`src/rtl/can_rx_pkg.sv`:
```
package can_rx_pkg;
  localparam int ID_W   = 11;
  localparam int DLC_W  = 4;
  localparam int DATA_W = 64;
  localparam int DVAL_W = 16;

  typedef enum logic [1:0] {
    MB_CATCH  = 2'd0,
    MB_SINGLE = 2'd1,
    MB_QUEUE  = 2'd2,
    MB_UNUSED = 2'd3
  } mb_mode_e;

  typedef struct packed {
    logic [ID_W-1:0]   id;
    logic [DLC_W-1:0]  dlc;
    logic [DATA_W-1:0] data;
  } rx_frame_t;

  function automatic logic id_pass(input logic [ID_W-1:0] id,
                                   input logic [ID_W-1:0] ref_id,
                                   input logic [ID_W-1:0] mask);
    return ((id ^ ref_id) & mask) == '0;
  endfunction

  function automatic logic data_pass(input rx_frame_t f, input logic chk,
                                     input logic [DVAL_W-1:0] val);
    return !chk || ((f.dlc >= DLC_W'(2)) && (f.data[DVAL_W-1:0] == val));
  endfunction
endpackage

```
`src/rtl/can_rx_match.sv`:
```
module can_rx_match
  import can_rx_pkg::*;
#(
  parameter int NUM_MB = 4
) (
  input  logic                     clk,
  input  logic                     rst_n,
  input  logic                     in_valid,
  input  rx_frame_t                frame,
  input  logic [NUM_MB-1:0]        cfg_en,
  input  logic [2*NUM_MB-1:0]      cfg_mode,
  input  logic [ID_W*NUM_MB-1:0]   cfg_id,
  input  logic [ID_W*NUM_MB-1:0]   cfg_mask,
  input  logic [NUM_MB-1:0]        cfg_dchk,
  input  logic [DVAL_W*NUM_MB-1:0] cfg_dval,
  output logic [NUM_MB-1:0]        sel
);
  logic [NUM_MB-1:0] hit;
  logic [NUM_MB-1:0] catcher;

  for (genvar i = 0; i < NUM_MB; i++) begin : g_cmp
    mb_mode_e m;
    assign m = mb_mode_e'(cfg_mode[2*i +: 2]);
    assign hit[i] = cfg_en[i] && (m == MB_SINGLE || m == MB_QUEUE)
                    && id_pass(frame.id, cfg_id[ID_W*i +: ID_W], cfg_mask[ID_W*i +: ID_W])
                    && data_pass(frame, cfg_dchk[i], cfg_dval[DVAL_W*i +: DVAL_W]);
    assign catcher[i] = cfg_en[i] && (m == MB_CATCH);

    if (i > 0) begin : g_prio
      // a winner never has a lower-numbered matching mailbox
      a_r3_lowest_wins: assert property (@(posedge clk) disable iff (!rst_n)
        (in_valid && sel[i] && hit[i]) |-> (hit[i-1:0] == '0));
    end
  end

  always_comb begin
    logic taken;
    sel   = '0;
    taken = 1'b0;
    for (int i = 0; i < NUM_MB; i++) begin
      if (hit[i] && !taken) begin
        sel[i] = in_valid;
        taken  = 1'b1;
      end
    end
    for (int i = 0; i < NUM_MB; i++) begin
      if (catcher[i] && !taken) begin
        sel[i] = in_valid;
        taken  = 1'b1;
      end
    end
  end

  // at most one mailbox takes a frame
  a_r2_one_target: assert property (@(posedge clk) disable iff (!rst_n) $onehot0(sel));
  // catch-all path only when nothing matched
  a_r4_catch_unmatched: assert property (@(posedge clk) disable iff (!rst_n)
    ((sel & ~hit) != '0) |-> (hit == '0));
  // disabled mailboxes never selected
  a_r10_no_disabled: assert property (@(posedge clk) disable iff (!rst_n)
    (sel & ~cfg_en) == '0);
endmodule

```
`src/rtl/can_rx_mailbox.sv`:
```
module can_rx_mailbox
  import can_rx_pkg::*;
#(
  parameter int DEPTH     = 4,
  parameter int IRQ_LEVEL = 4,
  localparam int PTR_W    = (DEPTH > 1) ? $clog2(DEPTH) : 1,
  localparam int CNT_W    = $clog2(DEPTH + 1)
) (
  input  logic      clk,
  input  logic      rst_n,
  input  mb_mode_e  mode,
  input  logic      wr,
  input  rx_frame_t wr_frame,
  input  logic      pop,
  output rx_frame_t head,
  output logic      pend,
  output logic      irq,
  output logic      lost
);
  rx_frame_t        mem [DEPTH];
  logic [PTR_W-1:0] rd_ptr, wr_ptr;
  logic [CNT_W-1:0] count;

  logic single, queued, is_full, do_pop, push_ok, drop, overwrite;

  function automatic logic [PTR_W-1:0] bump(input logic [PTR_W-1:0] p);
    return (p == PTR_W'(DEPTH - 1)) ? '0 : p + PTR_W'(1);
  endfunction

  assign single    = (mode == MB_SINGLE) || (mode == MB_CATCH);
  assign queued    = (mode == MB_QUEUE);
  assign is_full   = (count == CNT_W'(DEPTH));
  assign do_pop    = pop && (count != '0);
  assign push_ok   = queued && wr && (!is_full || do_pop);
  assign drop      = queued && wr && is_full && !do_pop;
  assign overwrite = single && wr && (count != '0) && !do_pop;

  always_ff @(posedge clk) begin
    if (single && wr)   mem[rd_ptr] <= wr_frame;
    else if (push_ok)   mem[wr_ptr] <= wr_frame;
  end

  always_ff @(posedge clk or negedge rst_n) begin
    if (!rst_n) begin
      rd_ptr <= '0;
      wr_ptr <= '0;
      count  <= '0;
      lost   <= 1'b0;
    end else if (single) begin
      if (wr)          count <= CNT_W'(1);
      else if (do_pop) count <= '0;
      if (do_pop)         lost <= 1'b0;
      else if (overwrite) lost <= 1'b1;
    end else if (queued) begin
      if (push_ok) wr_ptr <= bump(wr_ptr);
      if (do_pop)  rd_ptr <= bump(rd_ptr);
      count <= count + CNT_W'(push_ok) - CNT_W'(do_pop);
      if (drop)        lost <= 1'b1;
      else if (do_pop) lost <= 1'b0;
    end
  end

  assign head = mem[rd_ptr];
  assign pend = (count != '0);
  assign irq  = queued ? (count >= CNT_W'(IRQ_LEVEL)) : (single && pend);

  a_r6_count_bound: assert property (@(posedge clk) disable iff (!rst_n)
    count <= CNT_W'(DEPTH));
  a_r5_single_holds_one: assert property (@(posedge clk) disable iff (!rst_n)
    single |-> (count <= CNT_W'(1)));
  a_r5_overwrite_flags: assert property (@(posedge clk) disable iff (!rst_n)
    overwrite |=> lost);
  a_r8_drop_keeps_count: assert property (@(posedge clk) disable iff (!rst_n)
    drop |=> ($stable(count) && lost));
  a_r7_irq_at_level: assert property (@(posedge clk) disable iff (!rst_n)
    (queued && $rose(irq)) |-> (count == CNT_W'(IRQ_LEVEL)));
endmodule

```
`src/rtl/can_rx_router.sv`:
```
module can_rx_router
  import can_rx_pkg::*;
#(
  parameter int NUM_MB     = 4,
  parameter int FIFO_DEPTH = 4,
  parameter int IRQ_LEVEL  = 4,
  localparam int SEL_W     = (NUM_MB > 1) ? $clog2(NUM_MB) : 1
) (
  input  logic                     clk,
  input  logic                     rst_n,
  input  logic                     in_valid,
  input  logic [10:0]              in_id,
  input  logic [3:0]               in_dlc,
  input  logic [63:0]              in_data,
  input  logic [NUM_MB-1:0]        cfg_en,
  input  logic [2*NUM_MB-1:0]      cfg_mode,
  input  logic [11*NUM_MB-1:0]     cfg_id,
  input  logic [11*NUM_MB-1:0]     cfg_mask,
  input  logic [NUM_MB-1:0]        cfg_dchk,
  input  logic [16*NUM_MB-1:0]     cfg_dval,
  input  logic [SEL_W-1:0]         rd_sel,
  input  logic                     rd_en,
  output logic [10:0]              rd_id,
  output logic [3:0]               rd_dlc,
  output logic [63:0]              rd_data,
  output logic [NUM_MB-1:0]        mb_pend,
  output logic [NUM_MB-1:0]        mb_irq,
  output logic [NUM_MB-1:0]        mb_lost
);
  rx_frame_t         frame;
  rx_frame_t         heads [NUM_MB];
  logic [NUM_MB-1:0] sel;

  assign frame = '{id: in_id, dlc: in_dlc, data: in_data};

  can_rx_match #(.NUM_MB(NUM_MB)) u_match (
    .clk(clk), .rst_n(rst_n), .in_valid(in_valid), .frame(frame),
    .cfg_en(cfg_en), .cfg_mode(cfg_mode), .cfg_id(cfg_id), .cfg_mask(cfg_mask),
    .cfg_dchk(cfg_dchk), .cfg_dval(cfg_dval), .sel(sel)
  );

  for (genvar i = 0; i < NUM_MB; i++) begin : g_mb
    logic pop_i;
    assign pop_i = rd_en && (rd_sel == SEL_W'(i));
    can_rx_mailbox #(.DEPTH(FIFO_DEPTH), .IRQ_LEVEL(IRQ_LEVEL)) u_mb (
      .clk(clk), .rst_n(rst_n), .mode(mb_mode_e'(cfg_mode[2*i +: 2])),
      .wr(sel[i]), .wr_frame(frame), .pop(pop_i), .head(heads[i]),
      .pend(mb_pend[i]), .irq(mb_irq[i]), .lost(mb_lost[i])
    );
  end

  always_comb begin
    rd_id   = '0;
    rd_dlc  = '0;
    rd_data = '0;
    for (int i = 0; i < NUM_MB; i++) begin
      if (rd_sel == SEL_W'(i)) begin
        rd_id   = heads[i].id;
        rd_dlc  = heads[i].dlc;
        rd_data = heads[i].data;
      end
    end
  end

  // flags stay clear through reset release
  a_r1_reset_clear: assert property (@(posedge clk)
    !rst_n |=> (mb_pend == '0 && mb_lost == '0));
endmodule

```
`config.mk`:
```
export PLATFORM = sky130hd
export DESIGN_NAME = can_rx_router
export DESIGN_NICKNAME = d
export VERILOG_FILES = /design/src/rtl/can_rx_pkg.sv /design/src/rtl/can_rx_match.sv /design/src/rtl/can_rx_mailbox.sv /design/src/rtl/can_rx_router.sv
export SDC_FILE = /design/constraint.sdc
export NUM_CORES = 2
export LEC_CHECK = 0
export BUFFER_PORTS_ARGS = -buffer_cell sky130_fd_sc_hd__buf_4
export CAP_MARGIN = 5
export CORE_AREA = 2 2 392 394
export DETAILED_ROUTE_END_ITERATION = 8
export DIE_AREA = 0 0 394 396
export GPL_ROUTABILITY_DRIVEN = 0
export HOLD_SLACK_MARGIN = 0.1
export PLACE_DENSITY = 0.57
export SLEW_MARGIN = 25
export SYNTH_ARGS = -nofsm -noshare
export SYNTH_HDL_FRONTEND = slang
export SYNTH_HIERARCHICAL = 1
export SYNTH_SLANG_ARGS = --single-unit
```
`constraint.sdc`:
```
create_clock -name clk -period 9.1 [get_ports clk]
set_clock_uncertainty 0.2 [all_clocks]
set_input_delay 0.91 -clock clk [delete_from_list [all_inputs] [get_ports clk]]
set_output_delay 0.91 -clock clk [all_outputs]
set_load 0.01 [all_outputs]
```
---- Word-level counts from Yosys, hierarchy flattened ----
Memories as Yosys holds them, arrays and structs flattened.
Index checks and enable logic that the tools add are counted.
operators by class
  add/sub/neg operators ................... 16
  magnitude comparators ................... 5
  eq/ne operators ......................... 35
  muxes and demuxes ....................... 111
  bitwise operators ....................... 12
  reduce and logical (&&, ||, !) cells .... 143
operators with widths
  kind                                                                      number
  79-bit two-way mux                                                        4
  79-bit OR reduction                                                       4
  64-bit two-way mux                                                        4
  1-bit logical AND                                                         67
  1-bit two-way mux                                                         67
  16-bit equality test                                                      4
  3-bit two-way mux                                                         16
  11-bit AND                                                                4
  11-bit zero test                                                          4
  11-bit two-way mux                                                        4
  11-bit XOR                                                                4
  3-bit AND reduction                                                       12
  2-bit equality test (second input constant)                               14
  2-bit two-way mux                                                         12
  3-bit nonzero test                                                        8
  1-bit zero test                                                           19
  2-bit by 1-bit adder with 2-bit output (second input constant)            8
  1-bit logical OR                                                          16
  4-bit two-way mux                                                         4
  3-bit by 1-bit adder with 3-bit output                                    4
  3-bit equality test (second input constant)                               4
  3-bit >= comparator (second input constant)                               4
  3-bit by 2-bit inequality test with 1-bit output (second input constant)  4
  3-bit inequality test (second input constant)                             4
  7 further kinds                                                           27
storage, ports and cells
  register bits ........................... 32
  bits in writable memories ............... 1264
  input bits .............................. 253
  output and inout port bits .............. 91
  memories ................................ 4
memory list
  name              words  width  read ports  clocked after Yosys merged registers in  write ports  line                  source
  g_mb[0].u_mb.mem  4      79     1           0                                        1            can_rx_mailbox.sv:20  rx_frame_t mem [DEPTH];
  g_mb[1].u_mb.mem  4      79     1           0                                        1            can_rx_mailbox.sv:20
  g_mb[2].u_mb.mem  4      79     1           0                                        1            can_rx_mailbox.sv:20
  g_mb[3].u_mb.mem  4      79     1           0                                        1            can_rx_mailbox.sv:20

---- Depth between registers and ports, before layout ----
  word-level depth ........................ 34
  depth in mapped cells ................... 16
  depth with buffers taken out ............ 16

---- Hierarchy ----
Netlist, hierarchy kept.
modules (own cells, without submodules)
  module                              times used  cells each  area an instance (um^2)  sequential area each (um^2)
  can_rx_mailbox at g_mb[0].u_mb ...  3           474         11962.7                  9689.3
  can_rx_mailbox at g_mb[1].u_mb      1           472         11989.0                  9689.3
  can_rx_router                       1           101         1949.4                   0.0
  can_rx_match                        1           205         1584.0                   0.0

---- Worst setup path before layout ----
Ideal clock, no wire load.
  path kind ............................... input to register
  start point ............................. input in_dlc[3]
  end point ............................... memory g_mb[3].u_mb/mem[0][0] in the netlist's numbering (enable)
  setup time .............................. 637 ps
  data arrival time ....................... 8279 ps
  required time ........................... 8263 ps
  path slack .............................. -16 ps
  stages on the path ...................... 6
  path buffers ............................ 0
  path through ............................ or3_1 > a31oi_2 > o21ai_1 > nor4b_2 > nand3_4 > o32ai_1
between the ends
  cells in the longest elaborated chain, start to end .. 33
RTL lines
  item                                                                     line                  source
  start: declaration                                                       can_rx_router.sv:13   input logic [3:0] in_dlc,
  4-bit by 2-bit >= comparator with 1-bit output *                         can_rx_pkg.sv:28      return !chk || ((f.dlc >= DLC_W'(2)) && (f.data[DVAL_W-1:0] == val));
  1-bit logical AND                                                        can_rx_pkg.sv:28
  1-bit logical OR                                                         can_rx_pkg.sv:28
  1-bit logical AND                                                        can_rx_match.sv:26    && data_pass(frame, cfg_dchk[i], cfg_dval[DVAL_W*i +: DVAL_W]);
  1-bit two-way mux                                                        can_rx_match.sv:41    if (hit[i] && !taken) begin
  1-bit zero test                                                          can_rx_match.sv:41
  1-bit logical AND                                                        can_rx_match.sv:41
  1-bit two-way mux                                                        can_rx_match.sv:41
  [17 not listed]                                                          -
  1-bit two-way mux *                                                      can_rx_match.sv:47    if (catcher[i] && !taken) begin
  net sel[3]                                                               can_rx_router.sv:32   logic [NUM_MB-1:0] sel;
  1-bit logical AND (2 in a row)                                           can_rx_mailbox.sv:34  assign push_ok = queued && wr && (!is_full || do_pop);
  1-bit two-way mux                                                        can_rx_mailbox.sv:40  else if (push_ok) mem[wr_ptr] <= wr_frame;
  1-bit two-way mux                                                        can_rx_mailbox.sv:39  if (single && wr) mem[rd_ptr] <= wr_frame;
  1-bit two-way mux (not written as such)                                  can_rx_mailbox.sv:40
  79-bit OR reduction (no source line)                                     -
  2-bit two-way mux (no source line) or 1-bit two-way mux (tied branches)  -
  end: declaration                                                         can_rx_mailbox.sv:20
The timed path passes the listed nets; every way through them passes the cells marked *.

==> summary.txt <==
Status
  – Outcome: finished, final reports clean

Worst setup path
  – WP data arrival: 4.41 ns
  – RR Startpoint: g_mb[2].u_mb/rd_ptr[0]$_DFFE_PN0P_
  – Crit path depth: 6
  – RR Endpoint: g_mb[2].u_mb/mem[1][30]$_DFFE_PP_
  – Crit Path Class: reg -> out
  – CP required: ~8 ns
  – Worst path max stage delay: around 0.79 ns
  – R2R depth: 6
  – Crit. End Element: output pin
  – Max stage delay cell, worst path: dfrtp_4
  – Crit path cell chain: buf_12, buf_4, buf_4, mux4_2, mux4_2, buf_4
  – Family with the most delay on the worst path: buffers and inverters
  – Crit path from: g_mb[1].u_mb/rd_ptr[0]$_DFFE_PN0P_
  – Buf+Inv Stages, Crit Path: 4
  – Reg2reg setup slack: approximately 5.0 ns
  – Critical-path maximum fanout: 25
  – Crit path top cell by count: buf_4
  – Worst setup path end: rd_data[39]
  – CP Launch Type: flop

Final layout
  – Layout cells sized above 1: a little under two fifths
  – Synthesis-to-finish area growth: 19.2%
  – Fin cells: roughly 4800
  – Fill cells: about 13000
  – Final Util: ~40%
  – Fin nets: around 2900

Detailed routing
  – DRT Wirelength: 136 mm
  – Post-route ant nets: 0
  – Drt drc: 0
  – Initial detailed-routing violation count: approximately 2300
  – DR vias/cell: approximately 5.2
  – Wire per inst: around 29 microns
  – Vias: 25003
  – First-pass DRT Iterations: 5

Synth
  – Top-area cell type share of the netlist area: approximately three quarters
  – FFs w/ async S/R, synth: around 2.5%
  – YS warnings: 6
  – Post-synth EDFFs: between 1000 and 1500
  – Distinct cells, synth: 60
  – Mapped cell area: 0.0514 sq mm
  – Syn_area_per_cell: approximately 23 sq um
  – Synth Net Count: around 2500
  – Most frequent cell after synthesis: edfxtp_1
  – Sequential share of the synthesized area: 75.4%
  – Synth Flop Type: edfxtp_1
  – Dominant cell type by area after synthesis: edfxtp_1
  – Most frequent cells after synthesis: edfxtp_1 (1264), mux4_2 (395), xor2_1 (90), inv_1 (42), buf_2 (33)
  – Ranking of synthesized cells by area: edfxtp_1 (74%), mux4_2 (17%), dfrtp_1 (1.6%), xor2_1 (1.5%), ha_1 (0.49%)
  – #FFs+latches synth: 1296
  – Synth Instances: 2200

Clock network
  – CTS clk-pin slew, worst paths: approximately 0.06 ns
  – Worst skew pair latency: between 0.7 and 0.8 ns
  – Sink Count: approximately 1300
  – Post-CTS Repair Setup Buffers: 0
  – Root Driver: clkbuf_16
  – CTS H-tree lvls: 4
  – Hold_buf cts: 1
  – Inserted Clock Buffers: 139
  – CTS tree: yes
  – PostCTS Resize Cnt: 0
  – Max Root-Sink Buffers: 3

Floorplanning
  – Initial Utilization: between 30% and 40%
  – Die ar.: between 0.15 and 0.2 sq mm
  – Site Rows: between 100 and 150
  – Die W: slightly below 400 microns
  – Die H: slightly below 400 microns
  – Core ar.: around 0.15 sq mm
  – IO Pins: ~340

Timing
  – F_max: 181 MHz
  – Setup TNS: 0 ns
  – # setup viols final: 0
  – Min Tclk post-route: about 5.5 ns
  – Tightest Pin Transition: just under 1 ns
  – Fin. max-slew vios: 0
  – RSZ-0062 raised after global routing: false
  – Final period utilization: around three fifths
  – Final Hold Fails: 0
  – Max-slew headroom: between 30% and 40%

Placement
  – DP HPWL: approximately 76 mm
  – IO Port Bufs: ~340
  – Placed cells: around 4500

Global route
  – First-pass GRT wire length: 194 mm
  – Vias in the first global route: 26554
  – Total track usage: 17.3%
  – Largest net degree at the start of global routing: 80
  – Initial antenna violation count: 11
  – Remaining Overflow, GRT: 0

Power
  – Power Density: roughly 260 mW/mm^2
  – Switching Share: 26.6%
  – Comb pwr share: between 20% and 30%
  – Register share of total power: 44.6%
  – Max IR drop VDD: between 0.00015 and 0.0002 V
  – Cell Int Power: around 0.012 W
  – Overall power: between 0.015 and 0.02 W
  – Leak: 19.6 nW
  – Sw Pwr: about 0.0042 W
  – Clk pwr share: about a third

Min path
  – Worst hold path type: in -> reg
  – Min-delay src: in_data[25]

Flow run
  – Max-cap violations: 0
[cells by family (layout without fill, tap and decap cells)]
logic type	count (synthesis)	count (layout)	share of synthesized area, %
flops	1296	1296	75.4
mux	412	412	17.7
buf+inv	136	684	1.45
simple gates	125	125	1.52
xor+xnor	112	112	1.91
compound gates	95	95	1.38
fa+ha+maj	24	24	0.643
other cells	0	1	0
[layout make-up]
class                   instances  area (sq um)  area share [%]
diodes                          1          2.50         0.00409
clock buffers                 172          3660            5.98
clock inverters                85           820            1.34
inverters                      42           158           0.257
multi-input cells             768         12200            20.0
flip-flops and latches       1296         38800            63.3
well taps                    2030          2540            4.15
repair buffers                385          3050            4.98
[per-layer routing]
| layer | track usage (%) | wire length [microns] | vias up |
|---|---|---|---|
| met5 | 0 | 80 | - |
| met4 | 4.24 | 2610 | 14 |
| met3 | 3.32 | 8620 | 190 |
| met2 | 28.5 | 66500 | 980 |
| met1 | 23.9 | 58500 | 13530 |
| li1 | - | - | 10289 |
[through the flow]
step	setup WS (ns)	instance area, sq um	hold slack (ns)
2_1_floorplan	-0.0164	51400	0.318
5_1_grt	3.27	61300	0.235
4_1_cts	3.19	61200	0.189
6_report	3.58	61300	0.250
3_5_place_dp	2.99	56700	0.288
3_3_place_gp	2.78	56700	0.289
[worst reg2reg max path, delay by kind of cell, from the launching register on]
| kind | cells | cell delay, ns |
|---|---|---|
| buffers and inverters | 5 | 2.56 |
| DFF | 1 | 0.79 |
| AOI/OAI and AO/OA | 1 | 0.13 |
[worst min path at each step]
stage                                        endpoint  depth (start not counted)
floorplan               g_mb[0].u_mb/lost$_DFFE_PN0P_                          1
global placement        g_mb[0].u_mb/lost$_DFFE_PN0P_                          1
detailed placement      g_mb[0].u_mb/lost$_DFFE_PN0P_                          1
CTS                 g_mb[0].u_mb/mem[2][25]$_DFFE_PP_                          1
global route        g_mb[3].u_mb/mem[2][53]$_DFFE_PP_                          1
finish              g_mb[0].u_mb/mem[2][25]$_DFFE_PP_                          1
[power by group through the flow]
stage	clock network (W)	registers, W	logic, W
after CTS	0.00565	0.00710	0.00330
after global placement	0	0.00724	0.00319
final	0.00553	0.00706	0.00324
after detailed placement	0	0.00723	0.00328
after floorplan	0	0.00691	0.00225
after global routing	0.00588	0.00709	0.00347
[layout by cell type (no fill, tap or decap), types with 18 or more instances in the layout]
cell and instances:
buf_4 368, clkbuf_1 29, clkbuf_16 141, clkinv_1 31
clkinv_2 18, dfrtp_1 24, edfxtp_1 1264, ha_1 20
inv_1 42, mux4_2 395, nand2_1 30, xnor2_1 22
xor2_1 90
[registers in the layout, summed over array words and instances, names as in the netlist]
register,flops
g_mb.u_mb/lost,4
g_mb.u_mb/wr_ptr,8
g_mb.u_mb/rd_ptr,8
g_mb.u_mb/mem,1264
g_mb.u_mb/count,12
Power figures use the tool's default switching activity.
